===== src/rtl/fp4q_pkg.sv =====
package fp4q_pkg;

   typedef enum logic {
      OP_ENCODE = 1'b0,
      OP_DECODE = 1'b1
   } fp4q_op_e;

   typedef enum logic {
      FMT_SINGLE = 1'b0,
      FMT_HALF   = 1'b1
   } fp4q_fmt_e;

endpackage


===== src/rtl/fp4q_encode.sv =====
// Threshold mapper: floating exponent -> signed 4-bit minifloat code.
module fp4q_encode #(
   parameter int unsigned EXP_W  = 8,
   parameter int unsigned THRESH = 120,
   parameter int unsigned CEXP_W = 3
) (
   input  logic              sign_i,
   input  logic [EXP_W-1:0]  exp_i,
   input  logic              rnd_i,
   output logic [CEXP_W:0]   code_o
);

   localparam logic [EXP_W:0] THR_V = (EXP_W+1)'(THRESH);
   localparam logic [EXP_W:0] MAX_V = (EXP_W+1)'((1 << CEXP_W) - 1);

   if (THRESH >= (1 << EXP_W)) begin : g_bad_thresh
      $error("fp4q_encode: THRESH does not fit the exponent field");
   end
   if (CEXP_W >= EXP_W) begin : g_bad_cexp
      $error("fp4q_encode: code exponent must be narrower than input exponent");
   end

   logic [EXP_W:0]    wide_exp;
   logic [EXP_W:0]    span;
   logic [CEXP_W-1:0] cexp;

   always_comb begin
      wide_exp = {1'b0, exp_i};
      span     = wide_exp - THR_V + {{EXP_W{1'b0}}, rnd_i};
      if (wide_exp > THR_V) begin
         cexp = (span > MAX_V) ? MAX_V[CEXP_W-1:0] : span[CEXP_W-1:0];
      end else if (wide_exp == THR_V) begin
         cexp = CEXP_W'(1);
      end else begin
         cexp = '0;
      end
      code_o = {sign_i, cexp};
   end

   // Exponents far enough above the threshold must land on the top code.
   always_comb begin
      if (wide_exp >= THR_V + MAX_V) begin
         assert_sat_top_R3: assert (code_o[CEXP_W-1:0] == MAX_V[CEXP_W-1:0])
            else $error("saturation missed");
      end
   end

endmodule


===== src/rtl/fp4q_decode.sv =====
// Rebuild a floating-point pattern from a signed 4-bit minifloat code.
module fp4q_decode #(
   parameter int unsigned EXP_W  = 8,
   parameter int unsigned MAN_W  = 23,
   parameter int unsigned THRESH = 120,
   parameter int unsigned CEXP_W = 3
) (
   input  logic [CEXP_W:0]          code_i,
   output logic [EXP_W+MAN_W:0]     flt_o
);

   localparam logic [EXP_W-1:0] BASE_V = EXP_W'(THRESH);

   if ((THRESH & ((1 << CEXP_W) - 1)) != 0) begin : g_bad_base
      $error("fp4q_decode: THRESH low bits must be clear so OR equals add");
   end
   if (MAN_W < 1) begin : g_bad_man
      $error("fp4q_decode: mantissa width must be at least one");
   end

   logic [CEXP_W-1:0] cexp;
   logic [EXP_W-1:0]  exp_f;

   always_comb begin
      cexp  = code_i[CEXP_W-1:0];
      exp_f = BASE_V | EXP_W'(cexp);
      if (cexp == '0) begin
         flt_o = '0;
      end else begin
         flt_o = {code_i[CEXP_W], exp_f, {MAN_W{1'b0}}};
      end
   end

endmodule


===== src/rtl/fp4q_nib_sel.sv =====
// Picks one lane of a packed word by index.
module fp4q_nib_sel #(
   parameter int unsigned WORD_W = 32,
   parameter int unsigned NIB_W  = 4
) (
   input  logic [WORD_W-1:0]                    word_i,
   input  logic [$clog2(WORD_W/NIB_W)-1:0]      pos_i,
   output logic [NIB_W-1:0]                     nib_o
);

   localparam int unsigned NIB_CNT = WORD_W / NIB_W;

   if (NIB_CNT * NIB_W != WORD_W) begin : g_bad_split
      $error("fp4q_nib_sel: word is not a whole number of lanes");
   end
   if ((1 << $clog2(NIB_CNT)) != NIB_CNT) begin : g_bad_count
      $error("fp4q_nib_sel: lane count must be a power of two");
   end

   logic [NIB_W-1:0] lanes [NIB_CNT];

   for (genvar g = 0; g < NIB_CNT; g++) begin : g_lane
      assign lanes[g] = word_i[g*NIB_W +: NIB_W];
   end

   assign nib_o = lanes[pos_i];

endmodule


===== src/rtl/fp4q_top.sv =====
module fp4q_top #(
   parameter int unsigned WORD_W    = 32,
   parameter int unsigned SP_EXP_W  = 8,
   parameter int unsigned SP_MAN_W  = 23,
   parameter int unsigned SP_THRESH = 120,
   parameter int unsigned HP_EXP_W  = 5,
   parameter int unsigned HP_MAN_W  = 10,
   parameter int unsigned HP_THRESH = 8,
   parameter int unsigned CEXP_W    = 3
) (
   input  logic                                     clk,
   input  logic                                     rst_n,
   input  logic                                     in_valid,
   input  logic                                     op,
   input  logic                                     fmt,
   input  logic [$clog2(WORD_W/(CEXP_W+1))-1:0]     pos,
   input  logic [WORD_W-1:0]                        din,
   output logic                                     out_valid,
   output logic [WORD_W-1:0]                        dout
);
   import fp4q_pkg::*;

   localparam int unsigned CODE_W = CEXP_W + 1;
   localparam int unsigned SP_W   = 1 + SP_EXP_W + SP_MAN_W;
   localparam int unsigned HP_W   = 1 + HP_EXP_W + HP_MAN_W;

   if (SP_W != WORD_W) begin : g_bad_sp
      $error("fp4q_top: single format must fill the word");
   end
   if (HP_W > WORD_W) begin : g_bad_hp
      $error("fp4q_top: half format wider than the word");
   end

   logic [CODE_W-1:0] enc_sp, enc_hp, nib;
   logic [SP_W-1:0]   dec_sp;
   logic [HP_W-1:0]   dec_hp;
   logic [WORD_W-1:0] nxt;

   fp4q_encode #(.EXP_W(SP_EXP_W), .THRESH(SP_THRESH), .CEXP_W(CEXP_W)) u_enc_sp (
      .sign_i (din[SP_W-1]),
      .exp_i  (din[SP_MAN_W +: SP_EXP_W]),
      .rnd_i  (din[SP_MAN_W-1]),
      .code_o (enc_sp)
   );

   fp4q_encode #(.EXP_W(HP_EXP_W), .THRESH(HP_THRESH), .CEXP_W(CEXP_W)) u_enc_hp (
      .sign_i (din[HP_W-1]),
      .exp_i  (din[HP_MAN_W +: HP_EXP_W]),
      .rnd_i  (din[HP_MAN_W-1]),
      .code_o (enc_hp)
   );

   fp4q_nib_sel #(.WORD_W(WORD_W), .NIB_W(CODE_W)) u_nib (
      .word_i (din),
      .pos_i  (pos),
      .nib_o  (nib)
   );

   fp4q_decode #(.EXP_W(SP_EXP_W), .MAN_W(SP_MAN_W), .THRESH(SP_THRESH),
                 .CEXP_W(CEXP_W)) u_dec_sp (
      .code_i (nib),
      .flt_o  (dec_sp)
   );

   fp4q_decode #(.EXP_W(HP_EXP_W), .MAN_W(HP_MAN_W), .THRESH(HP_THRESH),
                 .CEXP_W(CEXP_W)) u_dec_hp (
      .code_i (nib),
      .flt_o  (dec_hp)
   );

   always_comb begin
      unique case ({op, fmt})
         {OP_ENCODE, FMT_SINGLE}: nxt = WORD_W'(enc_sp);
         {OP_ENCODE, FMT_HALF}:   nxt = WORD_W'(enc_hp);
         {OP_DECODE, FMT_SINGLE}: nxt = WORD_W'(dec_sp);
         default:                 nxt = WORD_W'(dec_hp);
      endcase
   end

   always_ff @(posedge clk or negedge rst_n) begin
      if (!rst_n) begin
         out_valid <= 1'b0;
         dout      <= '0;
      end else begin
         out_valid <= in_valid;
         if (in_valid) begin
            dout <= nxt;
         end
      end
   end

   assert_valid_follow_R9: assert property (@(posedge clk) disable iff (!rst_n)
      in_valid |=> out_valid);

   assert_idle_hold_R10: assert property (@(posedge clk) disable iff (!rst_n)
      !in_valid |=> (!out_valid && $stable(dout)));

   assert_enc_upper_zero_R4: assert property (@(posedge clk) disable iff (!rst_n)
      (in_valid && op == OP_ENCODE) |=> (dout[WORD_W-1:CODE_W] == '0));

   assert_half_upper_zero_R6: assert property (@(posedge clk) disable iff (!rst_n)
      (in_valid && op == OP_DECODE && fmt == FMT_HALF) |=> (dout[WORD_W-1:HP_W] == '0));

   assert_dec_zero_R7: assert property (@(posedge clk) disable iff (!rst_n)
      (in_valid && op == OP_DECODE && nib[CEXP_W-1:0] == '0) |=> (dout == '0));

endmodule


===== config.mk =====
export PLATFORM = sky130hd
export DESIGN_NAME = fp4q_top
export DESIGN_NICKNAME = d
export VERILOG_FILES = /design/src/rtl/fp4q_pkg.sv /design/src/rtl/fp4q_encode.sv /design/src/rtl/fp4q_decode.sv /design/src/rtl/fp4q_nib_sel.sv /design/src/rtl/fp4q_top.sv
export SDC_FILE = /design/constraint.sdc
export NUM_CORES = 1
export LEC_CHECK = 0
export BUFFER_PORTS_ARGS = -buffer_cell sky130_fd_sc_hd__clkbuf_2
export CORE_ASPECT_RATIO = 0.5
export CORE_MARGIN = 2
export CORE_UTILIZATION = 49
export DETAILED_ROUTE_END_ITERATION = 6
export HOLD_SLACK_MARGIN = 0.06
export PLACE_DENSITY_LB_ADDON = 0.12
export SYNTH_ARGS = -nofsm -noshare
export SYNTH_HDL_FRONTEND = slang
export SYNTH_SLANG_ARGS = --single-unit

===== constraint.sdc =====
create_clock -name clk -period 1.6 [get_ports clk]
set_input_delay 0.08 -clock clk [delete_from_list [all_inputs] [get_ports clk]]
set_output_delay 0.08 -clock clk [all_outputs]
set_load 0.1 [all_outputs]

### After elaboration in Yosys (flattened, before gate mapping)

Cells that the tools add are included.
W data, S select, Z words.

| word-level totals | value |
|---|---|
| register bits after elaboration | 33 |
| bits of input ports | 40 |
| output and inout port bits | 33 |
| word-level logic and storage cells | 30 |

| operators by class | value |
|---|---|
| $add $sub $neg | 4 |
| order comparisons | 5 |
| eq/ne operators | 4 |
| mux-type cells | 12 |
| bitwise operators | 1 |
| reductions and logical operators | 2 |

Operators by type and width:

| kind | count |
|---|---|
| $pmux W32 S3 | 1 |
| $mux W32 | 1 |
| $mux W16 | 1 |
| $bmux W4 S3 | 1 |
| $mux W3 | 4 |
| $add A9 B1 Y9 | 1 |
| $gt A9 B3 Y1 const B | 1 |
| $sub A8 B7 Y9 const B | 1 |
| $eq A8 B7 Y1 const B | 1 |
| $gt A8 B7 Y1 const B | 1 |
| $mux W4 | 2 |
| $add A6 B1 Y6 | 1 |
| $gt A6 B3 Y1 const B | 1 |
| $sub A5 B4 Y6 const B | 1 |
| $eq A5 B4 Y1 const B | 1 |
| $gt A5 B4 Y1 const B | 1 |
| $ge A4 B4 Y1 const B | 1 |
| $not A3 Y4 | 1 |
| $logic_not A3 Y1 | 1 |
| $eq A2 B1 Y1 const B | 1 |
| $eq A2 B2 Y1 const B | 1 |
| $logic_not A2 Y1 | 1 |
| $mux W1 | 2 |

### Depth between registers and ports, before layout

Gate-level depths: netlist of run 1.

| logic depth | value |
|---|---|
| depth after elaboration | 7 |
| gate-level depth with buffers | 6 |
| depth with buffers taken out | 6 |

### Hierarchy

From an unflattened synthesis of run 1, not the netlist that was laid out.

| unflattened totals | value |
|---|---|
| cells, all modules | 202 |
| area total of the unflattened synthesis | 2302.2 µm² |

Modules (own cells, without submodules):

| module | times used | cells each | area an instance (µm²) | sequential area each (µm²) |
|---|---|---|---|---|
| fp4q_top | 1 | 100 | 1398.8 | 825.8 |
| fp4q_nib_sel | 1 | 14 | 270.3 | 0.0 |
| fp4q_decode (u_dec_sp) | 1 | 33 | 234.0 | 0.0 |
| fp4q_encode (u_enc_sp) | 1 | 20 | 158.9 | 0.0 |
| fp4q_encode (u_enc_hp) | 1 | 18 | 126.4 | 0.0 |
| fp4q_decode (u_dec_hp) | 1 | 17 | 113.9 | 0.0 |

### Worst setup path before layout of run 1

OpenSTA, ideal clock, no wires.

| path | value |
|---|---|
| path kind | input port to flip-flop |
| from | input din[22] |
| to | register dout[0] |
| library setup time | 136 ps |
| data arrival time | 1736 ps |
| required time | 1464 ps |
| setup slack | -272 ps |
| stages | 6 |
| path buffers | 0 |
| path through | ha_1 > ha_1 > or4b_1 > or4_4 > a221oi_2 > o211ai_1 |

| between the ends | value |
|---|---|
| word-level cells in the longest chain between the ends | 5 |

RTL lines:

| element | line | text |
|---|---|---|
| from (decl) | fp4q_top.sv:17 | `input logic [WORD_W-1:0] din,` |
| $add A9 B1 Y9 * | fp4q_encode.sv:29 | `span = wide_exp - THR_V + {{EXP_W{1'b0}}, rnd_i};` |
| $gt A9 B3 Y1 | fp4q_encode.sv:31 | `cexp = (span > MAX_V) ? MAX_V[CEXP_W-1:0] : span[CEXP_W-1:0];` |
| $mux W3 * | fp4q_encode.sv:31 |  |
| $mux W3 * | fp4q_encode.sv:30 | `if (wide_exp > THR_V) begin` |
| $pmux W32 S3 * | fp4q_top.sv:72 | `unique case ({op, fmt})` |
| to (signal assigned) | fp4q_top.sv:87 | `dout <= nxt;` |
| to (decl) | fp4q_top.sv:19 | `output logic [WORD_W-1:0] dout` |

Every way passes the cells marked *; elsewhere a longest branch is shown, timed or not.
A chain may end at the register's enable or synchronous reset.

### Worst setup path after layout of run 1

Ends and elaborated chain as after synthesis.

==> results of run 1 <==
-- cells in the mapped netlist (2+ instances only) --
master | count | area share
buf_4 | 20 | 0.11
o21ai_0 | 4 | 0.014
a211oi_1 | 3 | 0.016
mux4_2 | 7 | 0.11
nand4_1 | 4 | 0.018
nor2b_1 | 2 | 0.0088
a21oi_1 | 7 | 0.025
mux2_2 | 2 | 0.016
nand2_1 | 4 | 0.011
and3_1 | 2 | 0.0088
nand3_1 | 3 | 0.011
ha_1 | 4 | 0.035
a32oi_1 | 2 | 0.012
dfrtp_1 | 15 | 0.27
mux2i_1 | 5 | 0.035
a22o_1 | 2 | 0.012
nor3_1 | 6 | 0.021
clkbuf_1 | 5 | 0.013
o2bb2ai_1 | 5 | 0.031
o211ai_1 | 3 | 0.016
inv_1 | 3 | 0.0080
nor2_1 | 8 | 0.021
-- sequential cells by signal, indices dropped and copies added, names as in the netlist --
name       cells
dout          14
out_valid      1
-- metal layers --
| metal | vias up | global-route usage |
|---|---|---|
| met2 | 81 | 0.4167 |
| met1 | 669 | 0.3197 |
| met3 | 4 | 0.04526 |
| li1 | 666 | - |
| met5 | - | 0 |
| met4 | 0 | 0.05763 |
-- final timing paths --
path / startpoint / end
max in group asynchronous: rst_n / dout[0]
worst min register to register: dout[3] / dout[3]
worst min-delay path: din[31] / dout[3]
min in group asynchronous: rst_n / dout[24]
worst max register to register: dout[31] / dout[31]
worst max-delay path: din[22] / dout[0]
-- area by class of cell --
type / count / area share
Tap cell: 37 / 0.02498
Multi-Input combinational cell: 113 / 0.4976
Timing Repair Buffer: 76 / 0.2444
Sequential cell: 15 / 0.2026
Inverter: 3 / 0.006077
Clock buffer: 4 / 0.02431
-- timing repair --
action	4_1_cts	5_1_grt
resized for setup	2	2
hold buffers	2	0
endpoints found under the setup margin	1	1
hold endpoints to repair	16	0
-- kinds of logic after synthesis --
kind of cell	after synthesis
compound gates	36
xor+xnor	2
fa+ha+maj	4
buf+inv	30
flops	15
mux	15
other cells	1
simple gates	41
-- through the flow --
step | util | TNS (ns) | std cells | setup slack (ns) | power, mW
6_report | 0.6947 | -0.03667 | 248 | -0.03667 | 1.574
5_1_grt | 0.6947 | -0.08470 | 248 | -0.08470 | 1.644
4_1_cts | 0.6937 | -0.05184 | 248 | -0.05184 | 1.569
3_5_place_dp | 0.6628 | -0.7851 | 242 | -0.3164 | 1.259
3_3_place_gp | 0.6628 | -0.6642 | 242 | -0.2832 | 1.246
2_1_floorplan | - | -0.2009 | 158 | -0.1405 | 1.111
-- worst min-delay path, cell delays in order --
cell,delay (ns)
clkbuf_2,0.09
mux2i_1,0.07
o2bb2ai_1,0.14
-- power by group through the flow --
stage          clock (mW)  sequential [mW]  combinational [mW]
2_1_floorplan           0            0.672               0.439
3_3_place_gp            0            0.436               0.810
3_5_place_dp            0            0.438               0.821
4_1_cts             0.307            0.432               0.830
5_1_grt             0.339            0.435               0.871
6_report            0.309            0.431               0.833
==> flow_summary.toml, run 1 <==
[grt]
first_global_vias = 1325
grt.total_usage = 0.2427
antenna_found_initial = 0
grt_max_degree = 16
grt_first_pass_wirelength_mm = 6.196
overflow = 0

[setup_path]
crit_type = "primary input to flip-flop"
reg2reg_depth = 3
critPathCaptureType = "flip-flop"
path_depth = 7
cp-start-kind = "primary input"
path_max_fanout = 3
cp.arrival_ns = 1.75
required_ns = 1.72
slowest_delay_ns = 0.46
r2r_setup_slack_ns = 0.68
cp_top_family = "simple AND/OR/NAND/NOR gates"
slowest_stage = "or4_4"
path_cells = "buf_8 > ha_4 > ha_4 > or4b_1 > or4_4 > a221oi_2 > o211ai_1"
cpMostUsedCell = "ha_4"
path_buf_inv = 1

[clock_tree]
path_clk_slew_ns = 0.06
cts_setup_buffers = 0
clk_latency_ns = 0.24
h-tree-depth = 1
numClockSinks = 15
clock-root-buffer = "clkbuf_8"
cts_tree = "yes"
cts.path.max_buffers = 2
numCtsBuffers = 3

[run_status]
status = "finished with violations"
violations = "setup timing"

[routing]
drc = 0
drt-total-wl_mm = 3.944
met1_length_mm = 1.730
top_layer = "met4"
wl_met3_microns = 323
initialDrtViolationCount = 97
firstDrtPassIters = 4
dr_wl_met2_mm = 1.875
ant_nets = 0
routedWlPerCell_microns = 15.90
via_count = 1420
routed_via_density = 5.726

[yosys]
synth_top_family_by_area = "compound AO/OA/AOI/OAI gates"
synth_xor_xnor_area_share = 0.01238
synthAdderAreaFrac = 0.03537
synth_edf_count = 0
ys_ff_latch = 15
yosys.area_share.simple = 0.1698
synth_compound_area_frac = 0.1927
yosysUniqueCellTypes = 50
ys_warn_count = 0
synth_cells = 144
ys_async_sr_fraction = 1.000
synthMuxAreaShare = 0.1813
synth_flop_cell = "dfrtp_1"
yosysSeqAreaShare = 0.2653
syn_area_per_cell_sq_um = 9.827
synth_area_sq_um = 1415

[floorplanning]
die_w_microns = 80
core-area_sq_um = 2668
io_pins = 73
die_area_sq_um = 3360
std_cell_rows = 13
start_util = 0.5305
die_y_microns = 42

[flow_run]
cap_violations = 0

[min_path]
hold_path.class = "primary input to flip-flop"
min_path_cells = 3

[final_layout]
seqCellArea_sq_um = 375.4
drive_gt1_frac = 0.4502
multiInputGateArea_sq_um = 922.1
fin_nets = 256
fill_cells = 215
area_growth_pct = 30.95
layout_commonest_cell = "clkbuf_2"
final_area_sq_um = 1853
final_cell_mix = "clkbuf_2 (55), buf_4 (17), conb_1 (15), dfrtp_1 (15), nor2_1 (8)"
num_antenna_cells = 0

[placement]
placed_cell_area_sq_um = 1768
hpwl_mm = 3.139
numPortBuffers = 57
gp_routability_congestion = 0.8241

[power]
p_leak_nw = 0.8956
combPwrFrac = 0.530
internal_power_mw = 0.7839
p_clk_frac = 0.196
power_density_nw_per_um2 = 849.2
switching_power_mw = 0.7897
p_seq_frac = 0.274
switching_share = 0.5019
vdd_ir_drop_max_uv = 535.2

[timing]
rsz0062_at_grt = "yes"
slew_headroom = 0.6378
fin_ws_ns = -0.03667
fmax_ghz = 0.6110
drv_slew = 0
worstMarginPinSlew_ns = 0.5457
holdWs_ns = 0.1633
setup_viol_count_final = 1
min_period_ns = 1.637
post-route-period-util = 1.023
final_hold_viol_count = 0
finClkSkew_ns = 0
(Power assumes the default switching activity.)
==> inputs of run 2 (changes only) <==
--- a/config.mk
+++ b/config.mk
@@ -5,12 +5,14 @@
 export SDC_FILE = /design/constraint.sdc
 export NUM_CORES = 1
 export LEC_CHECK = 0
+export ABC_AREA = 1
 export BUFFER_PORTS_ARGS = -buffer_cell sky130_fd_sc_hd__clkbuf_2
 export CORE_ASPECT_RATIO = 0.5
 export CORE_MARGIN = 2
-export CORE_UTILIZATION = 49
+export CORE_UTILIZATION = 48
 export DETAILED_ROUTE_END_ITERATION = 6
 export HOLD_SLACK_MARGIN = 0.06
+export MAX_ROUTING_LAYER = met4
 export PLACE_DENSITY_LB_ADDON = 0.12
 export SYNTH_ARGS = -nofsm -noshare
 export SYNTH_HDL_FRONTEND = slang
==> run 2 against run 1 <==
Effect of this change:
- the flow now finishes without violations
- core utilization shrank 8.0 points
- register-to-register slack gained 0.28 ns
- critical path type unchanged
- via count grew 0.42%
- setup slack gained 0.28 ns
- cell area shrank 13%
- highest routed layer unchanged
- hold slack lost 0.077 ns
==> flow_summary.toml, run 2 <==
[run_status]
status = "completed"

[clock_tree]
cts_setup_buffers = 0
h-tree-depth = 1
cts_tree = "yes"
cts.path.max_buffers = 2
clk_latency_ns = 0.24
numClockSinks = 15
numCtsBuffers = 3
path_clk_slew_ns = 0.05
clock-root-buffer = "clkbuf_8"

[grt]
first_global_vias = 1146
grt_max_degree = 20
grt_first_pass_wirelength_mm = 4.919
overflow = 0
antenna_found_initial = 0
grt.total_usage = 0.2074

[setup_path]
r2r-end = "dout[29]"
cp-start-kind = "primary input"
required_ns = 1.76
r2r_setup_slack_ns = 0.96
cpMostUsedCell = "inv_1"
crit_type = "primary input to flip-flop"
cp.arrival_ns = 1.52
path_cells = "dlygate4sd3_1 > clkbuf_2 > inv_1 > nor3_2 > inv_1 > o21ai_0"
reg2reg_depth = 2
critPathCaptureType = "flip-flop"
r2r-start = "dout[29]"
slowest_stage = "dlygate4sd3_1"
path_buf_inv = 4
path_max_fanout = 15
cp_top_family = "buffers and inverters"
slowest_delay_ns = 0.53

[final_layout]
num_antenna_cells = 0
fill_cells = 248
drive_gt1_frac = 0.2577
area_growth_pct = 20.98
top_register = "dout"
final_cell_mix = "nand2_1 (58), clkbuf_2 (57), nor2_1 (25)"
reg_top3 = "dout x14, out_valid x1"
layout_commonest_cell = "nand2_1"
fin_nets = 305
largest_reg_flops = 14

[timing]
slew_headroom = 0.6297
rsz0062_at_grt = "no"
fin_tns_setup_ns = 0
fmax_ghz = 0.7360
min_period_ns = 1.359
post-route-period-util = 0.8491
final_hold_viol_count = 0
holdWs_ns = 0.08587
finClkSkew_ns = 0
drv_slew = 0
worstMarginPinSlew_ns = 0.5578
setup_viol_count_final = 0

[floorplanning]
die_w_microns = 78.45
die_area_sq_um = 3234
start_util = 0.5079
io_pins = 73
core-area_sq_um = 2619
die_y_microns = 41.22
std_cell_rows = 13

[yosys]
ys_warn_count = 0
yosysMostFrequentCell = "nand2_1"
synth_cells = 206
synth_edf_count = 0
yosysSeqAreaShare = 0.2822
synth_area_sq_um = 1330
ys_ff_latch = 15
syn_area_per_cell_sq_um = 6.456
synth_area_leaders = "dfrtp_1 (28%), nand2_1 (16%), buf_4 (11%)"
synth_top_area_cell = "dfrtp_1"
netlist_top_cells_count = "nand2_1 (58), nor2_1 (25), nand3_1 (23)"
yosysUniqueCellTypes = 24
synth_flop_cell = "dfrtp_1"
ys_async_sr_fraction = 1.000
netlist.area_leader.share = 0.2822

[min_path]
hold_path_end = "dout[3]"
holdCritStartpoint = "din[15]"
min_path_cells = 3
hold_path.class = "primary input to flip-flop"

[routing]
via_count = 1426
firstDrtPassIters = 4
drc = 0
initialDrtViolationCount = 45
ant_nets = 0
drt-total-wl_mm = 3.145
routed_via_density = 4.801
routedWlPerCell_microns = 10.59

[flow_run]
cap_violations = 0

[power]
vdd_ir_drop_max_uv = 439.6
p_leak_nw = 0.9348
power_density_nw_per_um2 = 897.4

[placement]
numPortBuffers = 57
hpwl_mm = 2.558
gp_routability_congestion = 0.9521
==> run 2: cell count changes after synthesis, moves of 4 or more <==
cell	previous run	this run
mux4_2	7	0
inv_1	3	15
nand2_1	4	58
clkbuf_1	5	1
nand3_1	3	23
o2bb2ai_1	5	0
mux2i_1	5	0
o21ai_0	4	17
nor2_1	8	25
==> run 2: per-stage QoR <==
step / instances / total power, mW / worst slack (ns) / cell area (sq um) / utilization
2_1_floorplan: 220 / 1.052 / 0.1469 / 1383 / -
6_report: 297 / 1.444 / 0.2414 / 1609 / 0.6144
3_5_place_dp: 291 / 1.149 / 0.1496 / 1534 / 0.5858
3_3_place_gp: 291 / 1.145 / 0.1834 / 1534 / 0.5858
5_1_grt: 297 / 1.514 / 0.1069 / 1609 / 0.6144
4_1_cts: 297 / 1.445 / 0.1412 / 1599 / 0.6106
==> run 2: kinds of logic after synthesis <==
group | share of synthesized area
other | 0.002819
AOI/OAI and AO/OA | 0.1261
buffers and inverters | 0.1853
and+or+nand+nor | 0.3594
xor gates and xnor gates | 0.006586
DFF | 0.2822
adders and majority gates | 0.03763
==> run 2: worst max-delay path by stage <==
stage	start	to	slack, ns	cells past startpoint
final	in_valid	dout[11]	0.24	6
after global placement	din[9]	dout[2]	0.18	13
after detailed placement	din[9]	dout[1]	0.15	13
after floorplan	dout[29]	dout[27]	0.15	1
after CTS	in_valid	dout[11]	0.14	6
after global routing	in_valid	dout[25]	0.11	6
==> run 2: tightest hold or removal path, delay by kind of cell <==
kind	cells	cell delay [ns]
buf+inv	1	0.09
simple gates	1	0.06
compound gates	1	0.06
==> run 2: what timing repair did <==
item                       CTS  global route
hold endpoints to repair    16             0
setup endpoints to repair    0             4
hold buffers                 2             0
resized for setup            0             2
==> run 2: power breakdown <==
group / switching (mW) / internal (mW) / leakage [nW]
clock: 0.117 / 0.176 / 0.0228
sequential: 0.0170 / 0.410 / 0.197
combinational: 0.600 / 0.125 / 0.716
==> run 2: per-layer routing <==
layer | track usage | vias up | routed length (microns)
met5 | - | - | 0
met4 | 0.06579 | 0 | 29
met3 | 0.01322 | 5 | 291
met2 | 0.3599 | 71 | 1305
met1 | 0.2726 | 604 | 1520
li1 | - | 746 | -
==> run 2: cell type report <==
type | count | area [sq um] | area share
Multi-Input combinational cell | 165 | 770.7 | 0.4790
Timing Repair Buffer | 59 | 305.3 | 0.1897
Inverter | 17 | 66.31 | 0.04121
Clock buffer | 4 | 45.04 | 0.02799
Tap cell | 37 | 46.29 | 0.02877
Sequential cell | 15 | 375.4 | 0.2333
